--- src/rtl/adjx_pkg.sv ---
package adjx_pkg;
  localparam int FLAG_W = 6;
  localparam int FL_CF = 0;
  localparam int FL_PF = 1;
  localparam int FL_AF = 2;
  localparam int FL_ZF = 3;
  localparam int FL_SF = 4;
  localparam int FL_OF = 5;

  typedef enum logic [1:0] {
    OP_ADD_ADJ  = 2'd0,
    OP_SUB_ADJ  = 2'd1,
    OP_SEXT     = 2'd2,
    OP_SEXT_ALT = 2'd3
  } op_e;
endpackage

--- src/rtl/bcd_correct.sv ---
module bcd_correct #(
  parameter int BYTE_W = 8
) (
  input  logic [BYTE_W-1:0] byte_in,
  input  logic              subtract,
  input  logic              af_in,
  input  logic              cf_in,
  output logic [BYTE_W-1:0] byte_out,
  output logic              af_out,
  output logic              cf_out
);
  localparam int NIB_W = 4;
  localparam logic [BYTE_W-1:0] LO_FIX   = BYTE_W'(6);
  localparam logic [BYTE_W-1:0] HI_FIX   = BYTE_W'(6 << (BYTE_W - NIB_W));
  localparam logic [BYTE_W-1:0] HI_LIMIT = BYTE_W'((10 << (BYTE_W - NIB_W)) - 1);

  logic [BYTE_W-1:0] stage1;
  logic              lo_hit;
  logic              hi_hit;

  // step one: low digit correction
  always_comb begin
    lo_hit = (byte_in[NIB_W-1:0] > NIB_W'(9)) || af_in;
    if (lo_hit) stage1 = subtract ? (byte_in - LO_FIX) : (byte_in + LO_FIX);
    else        stage1 = byte_in;
    af_out = lo_hit;
  end

  // step two looks at the output of step one
  always_comb begin
    hi_hit = (stage1 > HI_LIMIT) || cf_in;
    if (hi_hit) byte_out = subtract ? (stage1 - HI_FIX) : (stage1 + HI_FIX);
    else        byte_out = stage1;
    cf_out = hi_hit;
  end
endmodule

--- src/rtl/byte_flags.sv ---
module byte_flags #(
  parameter int BYTE_W = 8
) (
  input  logic [BYTE_W-1:0] value,
  output logic              parity_even,
  output logic              sign,
  output logic              zero
);
  assign parity_even = ~(^value);
  assign sign        = value[BYTE_W-1];
  assign zero        = (value == '0);
endmodule

--- src/rtl/sign_fill.sv ---
module sign_fill #(
  parameter int WORD_W = 16
) (
  input  logic [WORD_W-1:0] word_in,
  output logic [WORD_W-1:0] fill
);
  assign fill = {WORD_W{word_in[WORD_W-1]}};
endmodule

--- src/rtl/bcd_sext_unit.sv ---
module bcd_sext_unit
  import adjx_pkg::*;
#(
  parameter int WORD_W = 16,
  parameter int BYTE_W = 8
) (
  input  logic              clk,
  input  logic              rst,
  input  logic              in_valid,
  output logic              in_ready,
  input  logic [1:0]        op,
  input  logic [BYTE_W-1:0] acc_lo,
  input  logic [WORD_W-1:0] acc_word,
  input  logic [FLAG_W-1:0] flag_in,
  output logic              out_valid,
  input  logic              out_ready,
  output logic [WORD_W-1:0] result,
  output logic [FLAG_W-1:0] flag_out
);
  localparam int PAD_W = WORD_W - BYTE_W;

  logic              accept;
  logic              is_sext;
  logic [BYTE_W-1:0] adj_byte;
  logic              adj_af;
  logic              adj_cf;
  logic              f_par;
  logic              f_sign;
  logic              f_zero;
  logic [WORD_W-1:0] fill_word;
  logic [WORD_W-1:0] nxt_result;
  logic [FLAG_W-1:0] nxt_flags;

  assign in_ready = !out_valid || out_ready;
  assign accept   = in_valid && in_ready;
  assign is_sext  = (op == OP_SEXT) || (op == OP_SEXT_ALT);

  bcd_correct #(.BYTE_W(BYTE_W)) u_corr (
    .byte_in  (acc_lo),
    .subtract (op == OP_SUB_ADJ),
    .af_in    (flag_in[FL_AF]),
    .cf_in    (flag_in[FL_CF]),
    .byte_out (adj_byte),
    .af_out   (adj_af),
    .cf_out   (adj_cf)
  );

  byte_flags #(.BYTE_W(BYTE_W)) u_flags (
    .value       (adj_byte),
    .parity_even (f_par),
    .sign        (f_sign),
    .zero        (f_zero)
  );

  sign_fill #(.WORD_W(WORD_W)) u_fill (
    .word_in (acc_word),
    .fill    (fill_word)
  );

  always_comb begin
    if (is_sext) begin
      nxt_result = fill_word;
      nxt_flags  = flag_in;
    end else begin
      nxt_result          = {{PAD_W{1'b0}}, adj_byte};
      nxt_flags           = '0;
      nxt_flags[FL_CF]    = adj_cf;
      nxt_flags[FL_PF]    = f_par;
      nxt_flags[FL_AF]    = adj_af;
      nxt_flags[FL_ZF]    = f_zero;
      nxt_flags[FL_SF]    = f_sign;
      nxt_flags[FL_OF]    = 1'b0;
    end
  end

  always_ff @(posedge clk) begin
    if (rst) begin
      out_valid <= 1'b0;
      result    <= '0;
      flag_out  <= '0;
    end else if (accept) begin
      out_valid <= 1'b1;
      result    <= nxt_result;
      flag_out  <= nxt_flags;
    end else if (out_ready) begin
      out_valid <= 1'b0;
    end
  end

  // result is presented one cycle after acceptance
  p_latency_r7: assert property (@(posedge clk) disable iff (rst)
    accept |=> out_valid);

  // stalled output holds and blocks input
  p_hold_r8: assert property (@(posedge clk) disable iff (rst)
    (out_valid && !out_ready) |=> (out_valid && $stable(result) && $stable(flag_out)));
  p_block_r8: assert property (@(posedge clk) disable iff (rst)
    (out_valid && !out_ready) |-> !in_ready);

  // reset clears the output stage
  p_reset_r9: assert property (@(posedge clk)
    $past(rst) |-> (!out_valid && result == '0 && flag_out == '0));

  // fill word follows the sign of the accepted word
  p_fill_r4: assert property (@(posedge clk) disable iff (rst)
    (accept && is_sext) |=> (result == {WORD_W{$past(acc_word[WORD_W-1])}}));

  // sign extension passes flags through
  p_flags_kept_r5: assert property (@(posedge clk) disable iff (rst)
    (accept && is_sext) |=> (flag_out == $past(flag_in)));

  // an incoming auxiliary carry forces the low correction
  p_af_force_r1: assert property (@(posedge clk) disable iff (rst)
    (accept && !is_sext && flag_in[FL_AF]) |=> flag_out[FL_AF]);

  // an incoming carry forces the high correction
  p_cf_force_r2: assert property (@(posedge clk) disable iff (rst)
    (accept && !is_sext && flag_in[FL_CF]) |=> flag_out[FL_CF]);

  // zero and sign agree with the registered byte
  p_zero_sign_r6: assert property (@(posedge clk) disable iff (rst)
    (accept && !is_sext) |=> (flag_out[FL_ZF] == (result[BYTE_W-1:0] == '0)
                              && flag_out[FL_SF] == result[BYTE_W-1]
                              && result[WORD_W-1:BYTE_W] == '0));
endmodule

--- config.mk ---
export PLATFORM = sky130hd
export DESIGN_NAME = bcd_sext_unit
export DESIGN_NICKNAME = d
export VERILOG_FILES = /design/src/rtl/adjx_pkg.sv /design/src/rtl/bcd_correct.sv /design/src/rtl/byte_flags.sv /design/src/rtl/sign_fill.sv /design/src/rtl/bcd_sext_unit.sv
export SDC_FILE = /design/constraint.sdc
export NUM_CORES = 1
export LEC_CHECK = 0
export BUFFER_PORTS_ARGS = -buffer_cell sky130_fd_sc_hd__buf_2
export CAP_MARGIN = 0
export CORE_AREA = 2 2 66 52
export CTS_CLUSTER_DIAMETER = 150
export DETAILED_ROUTE_END_ITERATION = 10
export DIE_AREA = 0 0 68 54
export PLACE_DENSITY = 0.77
export SLEW_MARGIN = 10
export SYNTH_ARGS = -nofsm -noshare
export SYNTH_HDL_FRONTEND = slang
export SYNTH_SLANG_ARGS = --single-unit
export TNS_END_PERCENT = 20
--- constraint.sdc ---
create_clock -name clk -period 4.11 [get_ports clk]
set_clock_uncertainty 0.15 [all_clocks]
set_input_delay 0.411 -clock clk [delete_from_list [all_inputs] [get_ports clk]]
set_output_delay 0.411 -clock clk [all_outputs]
set_load 0.02 [all_outputs]
# After elaboration in Yosys (flattened, before gate mapping)
# Cells that the tools add are included.
# totals
word_cells	30
input_bits	36
out_inout_bits	24
register_bits	23
# op_classes
mux	8
magnitude_cmp	2
reduce_logical	9
addsub	4
n_eq_ne	3
n_bitwise	1
# ops
operator	count
$mux W8	4
$mux W16	1
$add A8 B3 Y8 const B	1
$add A8 B7 Y8 const B	1
$gt A8 B8 Y1 const B	1
$logic_not A8 Y1	1
$reduce_xor A8 Y1	1
$sub A8 B3 Y8 const B	1
$sub A8 B7 Y8 const B	1
$mux W6	1
$eq A2 B2 Y1 const B	2
$gt A4 B4 Y1 const B	1
$logic_or A1 B1 Y1	4
$eq A2 B1 Y1 const B	1
$mux W1	2
$reduce_bool A2 Y1	1
$logic_and A1 B1 Y1	1
$logic_not A1 Y1	1
$not A1 Y1	1

# Longest topological paths before layout
# Gate-level depths: netlist of run 1.
# depth
depth_word	9
depth_mapped	19
mapped_depth_nobuf	19

# Modules after synthesis
# From an unflattened synthesis of run 1, not the netlist that was laid out.
# unflattened
hier_cells	203
hier_area_um2	1889.3
# modules_own_cells
mod	area_each_um2	seq_area_each_um2	instances	cells_per_inst
bcd_sext_unit	1156.1	460.4	1	106
bcd_correct	490.5	0.0	1	64
byte_flags	122.6	0.0	1	17
sign_fill	120.1	0.0	1	16

# Worst setup path after synthesis of run 1
# Ideal clock, no wire load.
# synth_path
path_kind	input-to-reg
from	input port op[1]
to	register flag_out[1]
setup_time_ns	0.091
path_buffers	0
required_time_ns	3.869
t_arrival_ns	3.652
stages	18
path_slack_ns	0.217
cell_sequence	inv_2 nand2_4 inv_4 fa_1 or3_1 a21oi_1 xnor2_1 inv_1 ha_1 o41a_1 o31a_1 nor2_1 a31oi_1 ha_1 xnor2_1 xnor2_1 nand2_1 a311oi_1
# synth_via
elab_chain_cells	9
word_cells_on_any_way	15
cone_classes	add/sub (2); order compare (1); eq/ne (3); mux (5); bitwise (1); reduce/logical (3)
# synth_lines
element	line_no	rtl
from (decl)	bcd_sext_unit.sv:11	input logic [1:0] op,
$eq A2 B1 Y1	bcd_sext_unit.sv:40	.subtract (op == OP_SUB_ADJ),
$mux W8 (2 in a row)	bcd_correct.sv:24	if (lo_hit) stage1 = subtract ? (byte_in - LO_FIX) : (byte_in + LO_FIX);
$add A8 B7 Y8 (tied with other cells)	bcd_correct.sv:32	if (hi_hit) byte_out = subtract ? (stage1 - HI_FIX) : (stage1 + HI_FIX);
$mux W8 / $logic_or A1 B1 Y1 (equally long branches)	bcd_correct.sv:32, bcd_correct.sv:31	
$mux W8	bcd_correct.sv:32	
$reduce_xor A8 Y1	byte_flags.sv:9	assign parity_even = ~(^value);
$not A1 Y1	byte_flags.sv:9	
$mux W6 (*)	bcd_sext_unit.sv:61	if (is_sext) begin
to (signal assigned)	bcd_sext_unit.sv:84	flag_out <= nxt_flags;
to (decl)	bcd_sext_unit.sv:18	output logic [FLAG_W-1:0] flag_out
# Mark *: on every way between the ends. The rest lies on a longest branch, timed or not.
# A chain may end at the register's enable or synchronous reset.

# Final worst setup path of run 1
# Same ends and word-level chain as after synthesis.

==> results.py, run 1 <==
metrics = {
    "finish": {
        "fin_area_um2": 1505,
        "drive_above_1_share_pct": 29.29,
        "antenna_cells": 0,
        "nets": 243,
        "utilization_pct": 48.43,
        "fillCellCount": 322,
        "area_delta_synth_final_pct": 24.66,
        "final_common_cell": "buf_2",
        "mostFrequentLayoutCells": "buf_2 (44), nor2_1 (16), dfxtp_1 (16), nand2_1 (13), xnor2_1 (10)",
    },
    "global_routing": {
        "grt_pass1_wl_um": 4905,
        "overflow": 0,
        "antenna_found_initial": 0,
        "first_global_vias": 1096,
        "grtUsageTotal_pct": 17.54,
        "grt_max_degree": 17,
    },
    "synth": {
        "ys_seq_area_share_pct": 26.53,
        "synth.avg_cell_area_um2": 7.690,
        "synth_cell_types": 41,
        "synth_mux_area_share_pct": 0.8290,
        "syn-cell-area_um2": 1207,
        "ys_ff_latch": 16,
        "synthCells": 157,
        "yosys.area_share.simple_pct": 23.01,
        "synth_xor_area_share_pct": 8.705,
        "synth_nets": 201,
        "synth_compound_gate_area_share_pct": 22.07,
        "yosys_warnings": 0,
        "synth_top_family_by_area": "simple AND/OR/NAND/NOR gates",
        "synthAdderAreaFrac_pct": 8.912,
    },
    "sta": {
        "finalCritPeriodShare_pct": 93.16,
        "relSlewSlack_pct": 62.37,
        "period_needed_ns": 3.829,
        "hold_viol": 0,
        "rsz0062_at_grt": "no",
        "clock.fmax_mhz": 261.2,
        "worstMarginPinSlew_ns": 0.5626,
        "finalSetupViolations": 0,
        "drv_slew": 0,
    },
    "min_path": {
        "hold_class": "primary input to flip-flop",
    },
    "die": {
        "die_y_um": 54,
        "initial_core_util_pct": 38.85,
        "dieArea_um2": 3672,
        "io_pins": 60,
        "rows": 18,
        "core-area_um2": 3108,
        "die_w_um": 68,
    },
    "route": {
        "avgRoutedWirePerCell_um": 12.49,
        "drc": 0,
        "routed_via_density": 5.143,
        "routed_wl_um": 2972,
        "ant_nets": 0,
        "drt_iter0_drc": 63,
        "dr_total_vias": 1224,
        "drtPass1Iterations": 4,
    },
    "setup_path": {
        "cp_max_fo": 5,
        "crit_path_start_kind": "primary input",
        "cp.arrival_ns": 3.84,
        "end_kind": "flip-flop",
        "required_ns": 4.13,
        "worstSetupPathType": "primary input to flip-flop",
    },
    "clock_network": {
        "cts_buffers": 3,
        "cts.sinks": 16,
        "hold_buffers": 0,
        "clk_path_buf_depth": 2,
        "root_buffer": "clkbuf_8",
        "clk_pin_slew_worst_paths_ns": 0.07,
        "htree_levels": 1,
        "cts_tree": "built",
        "clk_latency_ns": 0.25,
    },
    "placed_design": {
        "dpl_cell_area_um2": 1446,
        "place_congestion": 0.8940,
        "portBuffers": 44,
        "hpwl_um": 2387,
    },
    "pwr": {
        "cellPowerDensity_nw_per_um2": 328.4,
        "ir_drop_mv": 0.2371,
        "p_leak_nw": 0.7005,
    },
    "run": {
        "cap_viol_max_count": 0,
    },
    "status": {
        "status": "completed",
    },
}
## power by group
part | switching (mW) | internal, mW | leakage, nW
combinational | 0.104 | 0.0765 | 0.539
clock | 0.0539 | 0.0850 | 0.0288
sequential | 0.00645 | 0.168 | 0.132
total | 0.165 | 0.329 | 0.701
## state kept, by name, summed over array words and instances, names as in the netlist
signal,count
out_valid,1
flag_out,6
result,9
## final cells by class
type | count | area [µm²] | area share (%)
Timing Repair Buffer | 50 | 265.3 | 17.62
Inverter | 11 | 43.79 | 2.909
Sequential cell | 16 | 320.3 | 21.28
Clock buffer | 4 | 55.05 | 3.658
Multi-Input combinational cell | 117 | 770.7 | 51.21
Tap cell | 40 | 50.05 | 3.325
## metrics by stage
| step | TNS, ns | setup WS, ns | hold slack, ns | total power [mW] | instances |
|---|---|---|---|---|---|
| 2_1_floorplan | 0 | 0.2172 | 0.3631 | 0.3060 | 157 |
| 3_3_place_gp | 0 | 0.04457 | 0.2917 | 0.3547 | 234 |
| 3_5_place_dp | -0.01885 | -0.01885 | 0.2955 | 0.3576 | 234 |
| 4_1_cts | 0 | 0.2275 | 0.2470 | 0.5001 | 238 |
| 5_1_grt | 0 | 0.01484 | 0.2622 | 0.5258 | 238 |
| 6_report | 0 | 0.2810 | 0.2540 | 0.4943 | 238 |
## worst max-delay path: stages
cell,delay [ns]
buf_2,0.11
inv_2,0.05
nand2_4,0.10
inv_4,0.04
fa_1,0.39
or3_1,0.38
a21oi_1,0.16
xnor2_1,0.16
inv_1,0.09
ha_1,0.21
o41a_1,0.47
o31a_1,0.14
nor2_1,0.09
a31oi_1,0.07
ha_1,0.34
xnor2_1,0.19
xnor2_1,0.14
nand2_1,0.07
a311oi_1,0.24
## path summary, 6_finish.rpt
kind	end	cells past startpoint	from	slack (ns)
setup / recovery	flag_out[1]	19	op[1]	0.28
hold / removal	out_valid	3	in_valid	0.25
setup reg to reg	result[5]	5	out_valid	2.60
hold reg to reg	flag_out[5]	2	flag_out[5]	0.30
## per-layer routing
layer | track usage, % | up-vias | part of all wire [%]
li1 | - | 634 | -
met1 | 23.56 | 551 | 47
met2 | 29.13 | 39 | 46
met3 | 4.603 | 0 | 7.5
met4 | 2.000 | 0 | 0
met5 | 0 | - | 0
## synthesized netlist by cell type
cell type / n / share of area, %
dfxtp_1: 16 / 27
nor2_1: 16 / 5.0
nand2_1: 13 / 4.0
xnor2_1: 10 / 7.3
inv_1: 9 / 2.8
a21oi_1: 8 / 3.3
buf_4: 7 / 4.4
ha_1: 7 / 7.3
o21ai_0: 6 / 2.5
clkbuf_1: 5 / 1.6
nand3_1: 5 / 2.1
a31oi_1: 4 / 2.1
nand2b_1: 4 / 2.1
nor3_1: 4 / 1.7
nor4_1: 4 / 2.1
o211ai_1: 3 / 1.9
o21ai_1: 3 / 1.2
o41ai_1: 3 / 2.2
or3_1: 3 / 1.6
a211oi_1: 2 / 1.2
a311oi_1: 2 / 1.5
nor2b_1: 2 / 1.0
o31a_1: 2 / 1.5
xor2_1: 2 / 1.5
a211o_1: 1 / 0.73
a21o_1: 1 / 0.62
and2_1: 1 / 0.52
buf_2: 1 / 0.41
fa_1: 1 / 1.7
inv_2: 1 / 0.31
inv_4: 1 / 0.52
mux2i_1: 1 / 0.83
nand2_4: 1 / 0.93
nand4_1: 1 / 0.52
nor4b_1: 1 / 0.73
o21a_1: 1 / 0.62
o21bai_1: 1 / 0.62
o221ai_1: 1 / 0.73
o22ai_1: 1 / 0.52
o41a_1: 1 / 0.93
or4b_1: 1 / 0.83
## cells by family (layout without fill, tap and decap cells)
| kind of cell | count (synthesis) | count (layout) |
|---|---|---|
| AO/OA/AOI/OAI | 40 | 40 |
| AND/OR/NAND/NOR | 56 | 56 |
| XOR/XNOR | 12 | 12 |
| multiplexers | 1 | 1 |
| adder cells (fa/ha/maj) | 8 | 8 |
| buffers and inverters | 24 | 65 |
| flip-flops | 16 | 16 |
## repair_timing
| item | in CTS | in global routing |
|---|---|---|
| setup endpoints to repair | 0 | 1 |
| setup buffers | 0 | 0 |
| gates resized for setup | 0 | 1 |
Note: power is estimated with default switching activity, not from simulation.
==> run 2, diff against run 1 <==
--- a/config.mk
+++ b/config.mk
@@ -7,11 +7,13 @@
 export LEC_CHECK = 0
 export BUFFER_PORTS_ARGS = -buffer_cell sky130_fd_sc_hd__buf_2
 export CAP_MARGIN = 0
-export CORE_AREA = 2 2 66 52
+export CELL_PAD_IN_SITES_DETAIL_PLACEMENT = 1
+export CELL_PAD_IN_SITES_GLOBAL_PLACEMENT = 2
+export CORE_AREA = 2 2 91 71
 export CTS_CLUSTER_DIAMETER = 150
 export DETAILED_ROUTE_END_ITERATION = 10
-export DIE_AREA = 0 0 68 54
-export PLACE_DENSITY = 0.77
+export DIE_AREA = 0 0 93 73
+export PLACE_DENSITY = 0.76
 export SLEW_MARGIN = 10
 export SYNTH_ARGS = -nofsm -noshare
 export SYNTH_HDL_FRONTEND = slang
==> run 2 against run 1 <==
  * Combinational power increased by 9%
  * Sequential power is essentially flat
  * Worst hold slack improved by 0.013 ns
  * Global-route usage shrank 6.5 points
  * Register-to-register slack got worse by 0.05 ns
  * Die area grew 85%
  * Setup slack gained 0.010 ns
  * Cell count increased by 19%
  * Power grew 3.3%
  * First-iteration DRC count down 52%
  * Utilization is 22 points lower
  * Critical endpoint unchanged
  * Largest cell class unchanged
  * Fmax rose by 0.27%
==> results.py, run 2 (synthesis results as in run 1) <==
metrics = {
    "status": {
        "status": "completed",
    },
    "finish": {
        "final_common_cell": "buf_2",
        "largest_reg_flops": 9,
        "fillCellCount": 764,
        "regMostFlops": "result",
        "fin_area_um2": 1602,
        "stdcell_count": 284,
        "area_delta_synth_final_pct": 32.64,
        "utilization_pct": 26.67,
        "drive_above_1_share_pct": 31.53,
        "antenna_cells": 0,
        "mostFrequentLayoutCells": "buf_2 (44), nor2_1 (16), dfxtp_1 (16), nand2_1 (13), buf_4 (11)",
        "top_regs": "result: 9 flops, flag_out: 6 flops, out_valid: 1 flops",
        "nets": 248,
    },
    "global_routing": {
        "overflow": 0,
        "first_global_vias": 1271,
        "grtUsageTotal_pct": 11.05,
        "antenna_found_initial": 0,
        "grt_max_degree": 17,
        "grt_pass1_wl_um": 5968,
    },
    "route": {
        "drt_iter0_drc": 30,
        "drtPass1Iterations": 4,
        "avgRoutedWirePerCell_um": 12.84,
        "routed_wl_um": 3647,
        "routed_via_density": 4.489,
        "ant_nets": 0,
        "drc": 0,
        "dr_total_vias": 1275,
    },
    "pwr": {
        "power_frac_seq_pct": 34.1,
        "cellPowerDensity_nw_per_um2": 318.8,
        "fin_total_pwr_mw": 0.5106,
        "power_frac_comb_pct": 38.5,
        "internal_power_mw": 0.3388,
        "p_sw_share_pct": 33.64,
        "power.switching_mw": 0.1717,
        "p_leak_nw": 0.7296,
        "ir_drop_mv": 0.1009,
        "power_frac_clock_pct": 27.4,
    },
    "sta": {
        "worstMarginPinSlew_ns": 0.5558,
        "fin_ws_ns": 0.2914,
        "finalCritPeriodShare_pct": 92.91,
        "setup_tns_ns": 0,
        "finalSetupViolations": 0,
        "relSlewSlack_pct": 62.85,
        "hold_viol": 0,
        "period_needed_ns": 3.819,
        "rsz0062_at_grt": "no",
        "fin_hold_ws_ns": 0.2669,
        "clock.fmax_mhz": 261.9,
        "drv_slew": 0,
    },
    "die": {
        "die_w_um": 93,
        "core-area_um2": 6006,
        "dieArea_um2": 6789,
        "initial_core_util_pct": 20.10,
        "rows": 25,
        "io_pins": 60,
        "die_y_um": 73,
    },
    "clock_network": {
        "hold_buffers": 0,
        "root_buffer": "clkbuf_8",
        "clk_path_buf_depth": 2,
        "cts_buffers": 3,
        "cts_setup_buffers": 0,
        "clk_latency_ns": 0.25,
        "cts_resized": 0,
        "cts.sinks": 16,
        "htree_levels": 1,
        "cts_tree": "built",
        "clk_pin_slew_worst_paths_ns": 0.06,
    },
    "setup_path": {
        "cp_cell_sequence": "buf_2 > inv_2 > nand2_4 > inv_4 > fa_1 > or3_1 > a21oi_2 > xnor2_1 > inv_1 > ha_1 > o41a_1 > o31a_1 > nor2_1 > a31oi_1 > ha_1 > xnor2_2 > xnor2_1 > nand2_1 > a311oi_1",
        "crit_path_start_kind": "primary input",
        "cp.arrival_ns": 3.83,
        "end_kind": "flip-flop",
        "cpMaxStageDelayCell": "o41a_1",
        "cp_max_fo": 5,
        "reg2reg_depth": 5,
        "cpPeakStageDelay_ns": 0.46,
        "worstSetupPathType": "primary input to flip-flop",
        "required_ns": 4.12,
    },
    "placed_design": {
        "preCtsSetupSlack_ns": -0.02210,
        "dpl_cell_area_um2": 1535,
        "placed_cells": 280,
        "place_congestion": 0.8111,
        "portBuffers": 44,
        "hpwl_um": 2973,
    },
    "min_path": {
        "min_path_cells": 3,
        "hold_class": "primary input to flip-flop",
    },
    "run": {
        "cap_viol_max_count": 0,
    },
}
run 2: cell count changes in the layout (fill, tap and decap cells not counted):
cell	before	now
buf_4	6	11
xnor2_1	10	9
xnor2_2	0	1
run 2: cell type report:
cell class	instances	area [µm²]	share of cell area (%)
multi-input combinational	117	778.2	48.59
timing repair buffer	55	302.8	18.91
inverter	11	43.79	2.734
tap	81	101.3	6.328
sequential	16	320.3	20.00
clock buffer	4	55.05	3.437
run 2: path summary, 6_finish.rpt:
check,startpoint,to,slack [ns]
max,op[1],flag_out[1],0.29
min,in_valid,out_valid,0.27
max reg2reg,out_valid,result[5],2.55
min reg2reg,flag_out[5],flag_out[5],0.30
run 2: critical path, delay by kind of cell:
kind | cells | cell delay (ns)
AO/OA/AOI/OAI | 5 | 1.08
adder cells (fa/ha/maj) | 3 | 0.91
AND/OR/NAND/NOR | 4 | 0.65
XOR/XNOR | 3 | 0.46
buffers and inverters | 4 | 0.31
run 2: layer usage:
metal	up-vias	global-route usage (%)	wire (µm)
met5	-	0	0
met4	0	2.124	19
met3	2	2.893	121
met2	23	17.47	1604
met1	605	15.33	1902
li1	645	-	-
run 2: power by group through the flow:
| stage | Sequential (mW) | Clock [mW] | Combinational (mW) |
|---|---|---|---|
| CTS | 0.174 | 0.147 | 0.193 |
| detailed placement | 0.177 | 0 | 0.191 |
| finish | 0.174 | 0.140 | 0.197 |
| global route | 0.176 | 0.155 | 0.220 |
| global placement | 0.177 | 0 | 0.188 |
| floorplan | 0.193 | 0 | 0.113 |
